### src/rtl/rtcu_pkg.sv
package rtcu_pkg;
  localparam logic [6:0] IDX_A = 7'h0A;
  localparam logic [6:0] IDX_B = 7'h0B;
  localparam logic [6:0] IDX_C = 7'h0C;
  localparam logic [6:0] IDX_D = 7'h0D;

  localparam int B_SET = 7;

  localparam logic [6:0] A_RST   = 7'h26;
  localparam logic [7:0] B_RST   = 8'h02;
  localparam logic [7:0] D_VALUE = 8'h80;
endpackage

### src/rtl/rtcu_divider.sv
module rtcu_divider #(
  parameter int TICKS_PER_SEC = 32768,
  parameter int UIP_HOLD      = 8
) (
  input  logic clk_i,
  input  logic rst_ni,
  input  logic tick_i,
  input  logic div_hold_i,
  input  logic div_run_i,
  input  logic set_i,
  input  logic half_load_i,
  output logic uip_o,
  output logic roll_o
);
  localparam int CW = $clog2(TICKS_PER_SEC);
  localparam logic [CW-1:0] LAST = CW'(TICKS_PER_SEC - 1);
  localparam logic [CW-1:0] HALF = CW'(TICKS_PER_SEC / 2);
  localparam logic [CW-1:0] WIN  = CW'(TICKS_PER_SEC - UIP_HOLD);

  logic [CW-1:0] cnt;

  always_ff @(posedge clk_i) begin
    if (!rst_ni)                cnt <= '0;
    else if (half_load_i)       cnt <= HALF;
    else if (div_hold_i)        cnt <= '0;
    else if (div_run_i && tick_i) cnt <= (cnt == LAST) ? '0 : cnt + 1'b1;
  end

  assign roll_o = div_run_i && tick_i && (cnt == LAST) && !half_load_i;
  assign uip_o  = div_run_i && !set_i && (cnt >= WIN);
endmodule

### src/rtl/rtcu_flags.sv
module rtcu_flags (
  input  logic       clk_i,
  input  logic       rst_ni,
  input  logic       pf_evt_i,
  input  logic       af_evt_i,
  input  logic       uf_evt_i,
  input  logic       clr_i,
  input  logic [2:0] en_i,
  input  logic       bwr_i,
  input  logic [2:0] bwr_en_i,
  output logic [7:0] flags_o
);
  logic [2:0] flg, base, ev, newf, nf;
  logic       irqf, irqf_n;

  always_comb begin
    ev   = {pf_evt_i, af_evt_i, uf_evt_i};
    base = clr_i ? 3'b000 : flg;
    newf = ev & ~base;
    nf   = base | ev;
    if (bwr_i) irqf_n = |(bwr_en_i & nf);
    else       irqf_n = (!clr_i && irqf) || (|(newf & en_i));
  end

  always_ff @(posedge clk_i) begin
    if (!rst_ni) begin
      flg  <= '0;
      irqf <= 1'b0;
    end else begin
      flg  <= nf;
      irqf <= irqf_n;
    end
  end

  assign flags_o = {irqf, flg, 4'b0000};
endmodule

### src/rtl/rtcu_ctrl.sv
module rtcu_ctrl
  import rtcu_pkg::*;
#(
  parameter int TICKS_PER_SEC = 32768,
  parameter int UIP_HOLD      = 8
) (
  input  logic       clk_i,
  input  logic       rst_ni,
  input  logic       tick_i,
  input  logic       bus_sel_i,
  input  logic       wr_en_i,
  input  logic       rd_en_i,
  input  logic [7:0] wdata_i,
  output logic [7:0] rdata_o,
  input  logic       periodic_evt_i,
  input  logic       alarm_evt_i,
  output logic       sec_strobe_o,
  output logic       irq_o
);
  logic [6:0] idx, a_reg;
  logic [7:0] b_reg, flags;
  logic wr_idx, wr_a, wr_b, clr, div_hold, div_run, half_load, uip, roll, af_gated;

  assign wr_idx    = wr_en_i && !bus_sel_i;
  assign wr_a      = wr_en_i && bus_sel_i && (idx == IDX_A);
  assign wr_b      = wr_en_i && bus_sel_i && (idx == IDX_B);
  assign clr       = rd_en_i && bus_sel_i && (idx == IDX_C);
  assign div_hold  = (a_reg[6:5] == 2'b11);
  assign div_run   = (a_reg[6:4] <= 3'd2);
  assign half_load = wr_a && div_hold && (wdata_i[6:4] <= 3'd2);
  assign af_gated  = alarm_evt_i && !div_hold;

  always_ff @(posedge clk_i) begin
    if (!rst_ni) begin
      idx          <= '0;
      a_reg        <= A_RST;
      b_reg        <= B_RST;
      sec_strobe_o <= 1'b0;
    end else begin
      if (wr_idx) idx   <= wdata_i[6:0];
      if (wr_a)   a_reg <= wdata_i[6:0];
      if (wr_b)   b_reg <= wdata_i;
      sec_strobe_o <= roll && !b_reg[B_SET];
    end
  end

  rtcu_divider #(.TICKS_PER_SEC(TICKS_PER_SEC), .UIP_HOLD(UIP_HOLD)) div_i (
    .clk_i(clk_i), .rst_ni(rst_ni), .tick_i(tick_i),
    .div_hold_i(div_hold), .div_run_i(div_run), .set_i(b_reg[B_SET]),
    .half_load_i(half_load), .uip_o(uip), .roll_o(roll)
  );

  rtcu_flags flags_i (
    .clk_i(clk_i), .rst_ni(rst_ni),
    .pf_evt_i(periodic_evt_i), .af_evt_i(af_gated), .uf_evt_i(roll),
    .clr_i(clr), .en_i(b_reg[6:4]), .bwr_i(wr_b), .bwr_en_i(wdata_i[6:4]),
    .flags_o(flags)
  );

  always_comb begin
    case (idx)
      IDX_A:   rdata_o = {uip, a_reg};
      IDX_B:   rdata_o = b_reg;
      IDX_C:   rdata_o = flags;
      IDX_D:   rdata_o = D_VALUE;
      default: rdata_o = 8'h00;
    endcase
  end

  assign irq_o = flags[7];
endmodule

### config.mk
export PLATFORM = sky130hd
export DESIGN_NAME = rtcu_ctrl
export DESIGN_NICKNAME = d
export VERILOG_FILES = /design/src/rtl/rtcu_pkg.sv /design/src/rtl/rtcu_divider.sv /design/src/rtl/rtcu_flags.sv /design/src/rtl/rtcu_ctrl.sv
export SDC_FILE = /design/constraint.sdc
export NUM_CORES = 1
export LEC_CHECK = 0
export BUFFER_PORTS_ARGS = -buffer_cell sky130_fd_sc_hd__clkbuf_2
export CAP_MARGIN = 20
export CORE_MARGIN = 2
export CORE_UTILIZATION = 55
export DETAILED_ROUTE_END_ITERATION = 10
export MAX_ROUTING_LAYER = met4
export PLACE_DENSITY = 0.76
export SLEW_MARGIN = 25
export SYNTH_ARGS = -nofsm -noshare
export SYNTH_HDL_FRONTEND = slang
export SYNTH_HIERARCHICAL = 1
export SYNTH_SLANG_ARGS = --single-unit
export TNS_END_PERCENT = 100
### constraint.sdc
create_clock -name clk_i -period 3.6 [get_ports clk_i]
set_input_delay 0.54 -clock clk_i [delete_from_list [all_inputs] [get_ports clk_i]]
set_output_delay 0.54 -clock clk_i [all_outputs]
set_load 0.03 [all_outputs]
[Word level (Yosys, flattened, before mapping)]
Cells that the tools add are included.
Storage, ports and cells
  RAM bits: 0
  input bits: 16
  bits in latches: 0
  memory bits (read-only): 0
  word-level logic and storage cells: 57
  memories kept: 0
  flip-flop bits (word level): 42
Cells by class
  $lt $le $gt $ge: 3
  add/subtract/negate cells: 1
  div/mod/pow operators: 0
  multiply operators: 0
  reduce and logical (&&, ||, !) cells: 26
  multiplexer cells: 7
  equality and inequality tests: 6
  bitwise gates (word level): 6
  shifts and indexed selects: 0
Operators with widths (number)
  15-bit 2-to-1 mux: 4
  8-bit one-hot mux with 4 select lines: 1
  7-bit by 4-bit equality test with 1-bit output, second input constant: 4
  1-bit logical AND: 16
  15-bit by 1-bit adder with 15-bit output, second input constant: 1
  15-bit equality test, second input constant: 1
  15-bit greater-or-equal comparator, second input constant: 1
  3-bit AND: 3
  3-bit OR reduction: 3
  3-bit by 2-bit <= comparator with 1-bit output, second input constant: 2
  1-bit zero test: 5
  3-bit 2-to-1 mux: 1
  3-bit inverter: 1
  3-bit OR: 1
  3-bit nonzero test: 1
  2-bit equality test, second input constant: 1
  1-bit logical OR: 1
  1-bit 2-to-1 mux: 1
  1-bit inverter: 1

[Depth between registers and ports, before layout]
Gate-level depths: netlist of run 1.
  depth after elaboration: 11
  gate-level depth with buffers: 8

[Cells and area by module]
Netlist of run 1, hierarchy kept.
By module, submodules not included
  rtcu_ctrl: cells an instance 126, times used 1, area an instance 1163.6 sq um
  rtcu_divider: cells an instance 91, times used 1, area an instance 788.3 sq um
  rtcu_flags: cells an instance 33, times used 1, area an instance 242.7 sq um

[Worst setup path before layout of run 1]
Ideal clock, no wire load.
  path kind: register to output
  start: reg idx[4]
  end: out rdata_o[4]
  cell stages (with the launch flop): 5
  path slack: 1307 ps
  data arrival time: 1753 ps
  path through: dfxtp_1 or4b_4 buf_4 nor4b_4 a221o_1
Between the ends
  word-level cells in the longest chain between the ends: 2
  elaborated cells between the ends (all ways): 5
  those cells by class: eq/ne: 4; mux: 1
Ends and longest elaborated chain
  start, declared: RTL line rtcu_ctrl.sv:20  | logic [6:0] idx, a_reg;
  start signal, assigned: RTL line rtcu_ctrl.sv:40  | if (wr_idx) idx <= wdata_i[6:0];
  7-bit by 4-bit equality test with 1-bit output: RTL line rtcu_ctrl.sv:61  | case (idx)
  8-bit one-hot mux with 4 select lines (*): RTL line rtcu_ctrl.sv:61
  end, declared: RTL line rtcu_ctrl.sv:14  | output logic [7:0] rdata_o,
Every way passes the cells marked *; elsewhere a longest branch is shown, timed or not.

[Worst setup path in the final report of run 1]
  start: reg idx[4]
  end: out rdata_o[5]
The elaborated chain is that of the path after synthesis.

==> impl_metrics.env, run 1 <==
export IMPL_status="finished, final reports clean"
export IMPL_tightest_slew_ps=830
export IMPL_synth_flop_cell="dfxtp_1"
export IMPL_grt_setup_unrepaired="no"
export IMPL_leakagePower_nw=0.857
export IMPL_switching_share_pct=23.8
export IMPL_worst_setup_path_type="register to primary output"
export IMPL_die_x_um=67.2
export IMPL_p_int_w=0.000630
export IMPL_nNetsFinal=293
export IMPL_maxSlewViolCount=0
export IMPL_port_buffers=25
export IMPL_setup_violations=0
export IMPL_cts_buffer_depth=2
export IMPL_peakVddDrop_mv=0.234
export IMPL_regArea_sq_um=841
export IMPL_seq_area_frac_synth_pct=38.3
export IMPL_insertedDiodeCount=0
export IMPL_post_cts_buffers=0
export IMPL_synthTopCellsByArea="dfxtp_1 (38%), mux2i_1 (10%), nor2b_1 (5.4%)"
export IMPL_ys_top_cells_by_count="dfxtp_1 (42), nand2_1 (31), nor2_1 (24)"
export IMPL_cts_root_buffer="clkbuf_8"
export IMPL_wl_met2_mm=2.13
export IMPL_fin_skew_ps=3.94
export IMPL_multi_input_area_sq_um=1240
export IMPL_largest_reg_flops=15
export IMPL_avgSynthCellArea_sq_um=8.78
export IMPL_p_seq_share_pct=58.1
export IMPL_antenna_found_initial=0
export IMPL_synth_edff_count=0
export IMPL_fin_setup_tns_ps=0
export IMPL_routed_wl_mm=4.72
export IMPL_ys_ff_latch=42
export IMPL_final_fill_count=339
export IMPL_cp_arrival_ps=2260
export IMPL_h_tree_depth=2
export IMPL_grt_usage_pct=23.9
export IMPL_floorplan_initialDensity_pct=58.6
export IMPL_clock_latency_ps=290
export IMPL_vias=1800
export IMPL_maxCapViolCount=0
export IMPL_grt_pass1_vias=1651
export IMPL_die_h_um=67.2
export IMPL_drcViolationCount=0
export IMPL_required_ps=3060
export IMPL_fin_crit_ps=2800
export IMPL_die_area_sq_um=4510
export IMPL_fmax_mhz=357
export IMPL_cp_start_kind="register"
export IMPL_cts_resized_gates=0
export IMPL_final_antenna_net_count=0
export IMPL_dpl_cell_area_sq_um=2330
export IMPL_cts_tree="yes"
export IMPL_avgViaCountPerCell=5.57
export IMPL_synth_cell_type_count=41
export IMPL_wl_met1_mm=2.31
export IMPL_synth_most_common_cell="dfxtp_1"
export IMPL_min_period_over_period_pct=77.8
export IMPL_async_flop_share_pct=0
export IMPL_rows=22
export IMPL_synth_top_area_share_pct=38.3
export IMPL_drive_above_1_share_pct=15.3
export IMPL_drt_pass1_iterations=4
export IMPL_drt_iter0_markers=99
export IMPL_io_pins=26
export IMPL_final_cell_area_sq_um=2410
export IMPL_grt_max_degree=42
export IMPL_slew_limit_headroom_pct=44.6
export IMPL_highest_layer="met4"
export IMPL_clkTransAtPathRegs_ps=80
export IMPL_gp_congestion=0.884
export IMPL_yosysTopAreaCell="dfxtp_1"
export IMPL_p_comb_share_pct=7.4
export IMPL_core_area_sq_um=3740
export IMPL_ctsHoldBuffers=0
export IMPL_grt_pass1_wl_mm=7.90
export IMPL_worstPathMaxFanout=12
export IMPL_hold_viol=0
export IMPL_clock_power_share_pct=34.6
export IMPL_clock_sinks=42
export IMPL_p_sw_w=0.000196
export IMPL_area_growth_synth_to_final_pct=9.81
export IMPL_syn_inst=250
export IMPL_yosys_warnings=6
export IMPL_overflow=0
export IMPL_route_met3_wl_um=238
export IMPL_hp_class="register to register"
export IMPL_cts_made_buffers=5
export IMPL_wl_per_cell_um=14.6
export IMPL_critical_path_endpoint_type="primary output"
export IMPL_power_density_nw_per_um2=343
export IMPL_synth_area_sq_um=2190
export IMPL_hpwl_mm=3.38
## worst max-delay path: stages, from the launching register on
cell      delay (ps)
dfxtp_1          320
or4b_4           650
nor4b_4          530
a221o_1          260
clkbuf_2         210
## power groups by stage
stage / clock network, W / logic [W] / registers (W)
after floorplan: 0 / 0.0000457 / 0.000487
after global placement: 0 / 0.0000589 / 0.000490
after detailed placement: 0 / 0.0000595 / 0.000490
after CTS: 0.000293 / 0.0000602 / 0.000479
after global routing: 0.000315 / 0.0000672 / 0.000481
final: 0.000286 / 0.0000607 / 0.000480
## final timing paths
path,from,to,slack [ps],depth (start not counted)
setup / recovery,idx[4],rdata_o[5],800,4
hold / removal,b_reg[0],b_reg[0],460,2
setup reg to reg,idx[4],flags_i/irqf,1060,7
hold reg to reg,b_reg[0],b_reg[0],460,2
## cell usage in the layout (no fill, tap or decap), types with 7 or more instances in the layout
cell	n
a221o_1	7
clkbuf_2	25
dfxtp_1	42
inv_1	12
mux2i_1	23
nand2_1	31
nand3_1	7
nor2_1	24
nor2b_1	19
nor3_1	11
nor4_1	7
xnor2_1	9
## cell families (layout without fill, tap and decap cells)
| group | Yosys count | count (layout) | synth area share [%] |
|---|---|---|---|
| and+or+nand+nor | 121 | 121 | 30.7 |
| DFF | 42 | 42 | 38.3 |
| buffers and inverters | 25 | 47 | 5.93 |
| AOI/OAI and AO/OA | 24 | 24 | 8.44 |
| muxes | 23 | 23 | 10.5 |
| xor gates and xnor gates | 12 | 12 | 4.79 |
| adders and majority gates | 2 | 2 | 1.14 |
| other | 1 | 4 | 0.171 |
## per-stage QoR
step / hold WS, ps / utilization [%] / total power [W] / instances / worst slack (ps)
after floorplan: 422 / - / 0.000533 / 253 / 1310
after global placement: 442 / 62.3 / 0.000549 / 316 / 1150
after detailed placement: 449 / 62.3 / 0.000550 / 316 / 1130
after CTS: 462 / 64.4 / 0.000833 / 323 / 798
after global routing: 483 / 64.4 / 0.000863 / 323 / 745
final: 463 / 64.4 / 0.000826 / 323 / 799
## metal layers
metal / track usage [%] / vias up
met3: 5.67 / 6
met4: 5.36 / 0
li1: - / 919
met1: 33.6 / 824
met5: - / -
met2: 35.0 / 51
## final cells by class
type / count / area share, %
clock buffers: 7 / 3.17
inverters: 12 / 1.87
multi-input cells: 186 / 51.5
flip-flops and latches: 42 / 34.9
well taps: 48 / 2.49
repair buffers: 28 / 6.13
Note: power is estimated with default switching activity, not from simulation.
==> inputs of run 2 (changes only) <==
clock period = 2.62 ns   (was 3.6 ns; I/O delays follow)
==> impl_metrics.env, run 2 (same netlist as run 1, synthesis figures left out) <==
export IMPL_wl_per_cell_um=14.6
export IMPL_fin_skew_ps=3.81
export IMPL_p_seq_share_pct=58.4
export IMPL_final_common_cell="dfxtp_1"
export IMPL_cts_buffer_depth=2
export IMPL_setup_violations=0
export IMPL_clock_sinks=42
export IMPL_fmax_mhz=407
export IMPL_die_h_um=67.2
export IMPL_final_antenna_net_count=0
export IMPL_core_area_sq_um=3740
export IMPL_cts_tree="yes"
export IMPL_vias=1813
export IMPL_avgViaCountPerCell=5.56
export IMPL_hp_class="primary input to register"
export IMPL_overflow=0
export IMPL_peakVddDrop_mv=0.340
export IMPL_p_comb_share_pct=7.5
export IMPL_antenna_found_initial=0
export IMPL_grt_pass1_wl_mm=7.79
export IMPL_routed_wl_mm=4.77
export IMPL_maxCapViolCount=0
export IMPL_cp_arrival_ps=2060
export IMPL_largest_reg_flops=15
export IMPL_fin_crit_ps=2460
export IMPL_setup_ws_ps=163
export IMPL_grt_max_degree=24
export IMPL_ctsHoldBuffers=0
export IMPL_status="finished, final reports clean"
export IMPL_gp_congestion=0.907
export IMPL_worstPathMaxFanout=12
export IMPL_hpwl_mm=3.55
export IMPL_switching_share_pct=23.3
export IMPL_clock_latency_ps=280
export IMPL_cts_root_buffer="clkbuf_8"
export IMPL_cts_made_buffers=5
export IMPL_drcViolationCount=0
export IMPL_power_density_nw_per_um2=464
export IMPL_drive_above_1_share_pct=16.5
export IMPL_worst_setup_path_type="register to primary output"
export IMPL_place_inst=319
export IMPL_io_pins=26
export IMPL_min_period_over_period_pct=93.8
export IMPL_leakagePower_nw=0.871
export IMPL_rows=22
export IMPL_required_ps=2230
export IMPL_floorplan_initialDensity_pct=58.6
export IMPL_fin_setup_tns_ps=0
export IMPL_grt_pass1_vias=1725
export IMPL_grt_usage_pct=23.5
export IMPL_drt_iter0_markers=80
export IMPL_maxSlewViolCount=0
export IMPL_port_buffers=25
export IMPL_instances_no_fill=326
export IMPL_drt_pass1_iterations=4
export IMPL_p_sw_w=0.000264
export IMPL_die_area_sq_um=4510
export IMPL_die_x_um=67.2
export IMPL_area_growth_synth_to_final_pct=11.1
export IMPL_p_int_w=0.000866
export IMPL_nNetsFinal=296
export IMPL_clkTransAtPathRegs_ps=70
export IMPL_tightest_slew_ps=826
export IMPL_pre_cts_ws_ps=374
export IMPL_mostFrequentLayoutCells="dfxtp_1 (42), nand2_1 (31), clkbuf_2 (25)"
export IMPL_clock_power_share_pct=34.1
export IMPL_slew_limit_headroom_pct=44.8
export IMPL_critical_path_endpoint_type="primary output"
export IMPL_hold_viol=0
export IMPL_insertedDiodeCount=0
export IMPL_cp_start_kind="register"
export IMPL_h_tree_depth=2
export IMPL_grt_setup_unrepaired="no"
-- run 2: area by class of cell --
| class | count | area, sq um |
|---|---|---|
| Fill cell | 350 | 1310 |
| Multi-Input combinational cell | 186 | 1240 |
| Sequential cell | 42 | 841 |
| Timing Repair Buffer | 31 | 170 |
| Clock buffer | 7 | 76.3 |
| Tap cell | 48 | 60.1 |
| Inverter | 12 | 45.0 |
-- run 2: power groups by stage --
stage,registers (W),logic (W),clock network (W)
floorplan,0.000669,0.0000628,0
detailed placement,0.000674,0.0000844,0
global route,0.000661,0.0000936,0.000416
finish,0.000660,0.0000850,0.000385
CTS,0.000659,0.0000849,0.000393
global placement,0.000674,0.0000831,0
-- run 2: routing by layer --
layer	vias up	share of wire [%]	GRT usage (%)
met2	37	46	36.5
met1	853	49	30.6
met3	6	3.3	4.17
met5	-	0	-
li1	917	-	-
met4	0	1.4	8.67
-- run 2: final timing paths --
| path | from | end | slack, ps | cells past startpoint |
|---|---|---|---|---|
| worst max-delay path | idx[4] | rdata_o[4] | 160 | 4 |
| worst min-delay path | wdata_i[2] | b_reg[2] | 370 | 3 |
| worst max register to register | idx[4] | flags_i/irqf | 320 | 7 |
| worst min register to register | b_reg[2] | b_reg[2] | 460 | 2 |
-- run 2: through the flow --
stage / area, sq um / hold slack, ps / power, W / utilization, %
6_report: 2440 / 366 / 0.00113 / 65.1
5_1_grt: 2440 / 355 / 0.00117 / 65.1
4_1_cts: 2430 / 357 / 0.00114 / 65.0
3_5_place_dp: 2360 / 448 / 0.000759 / 62.9
3_3_place_gp: 2360 / 446 / 0.000757 / 62.9
2_1_floorplan: 2210 / 422 / 0.000732 / -
-- run 2: what timing repair did --
action | in CTS | in global routing
endpoints found under the setup margin | 0 | 1
buffers inserted | 0 | 0
gates resized for setup | 0 | 1
-- run 2: critical path, cell delays in order, from the launching register on --
cell      delay [ps]
dfxtp_1          320
or4b_4           650
nor4b_4          360
a221o_1          240
clkbuf_2         210
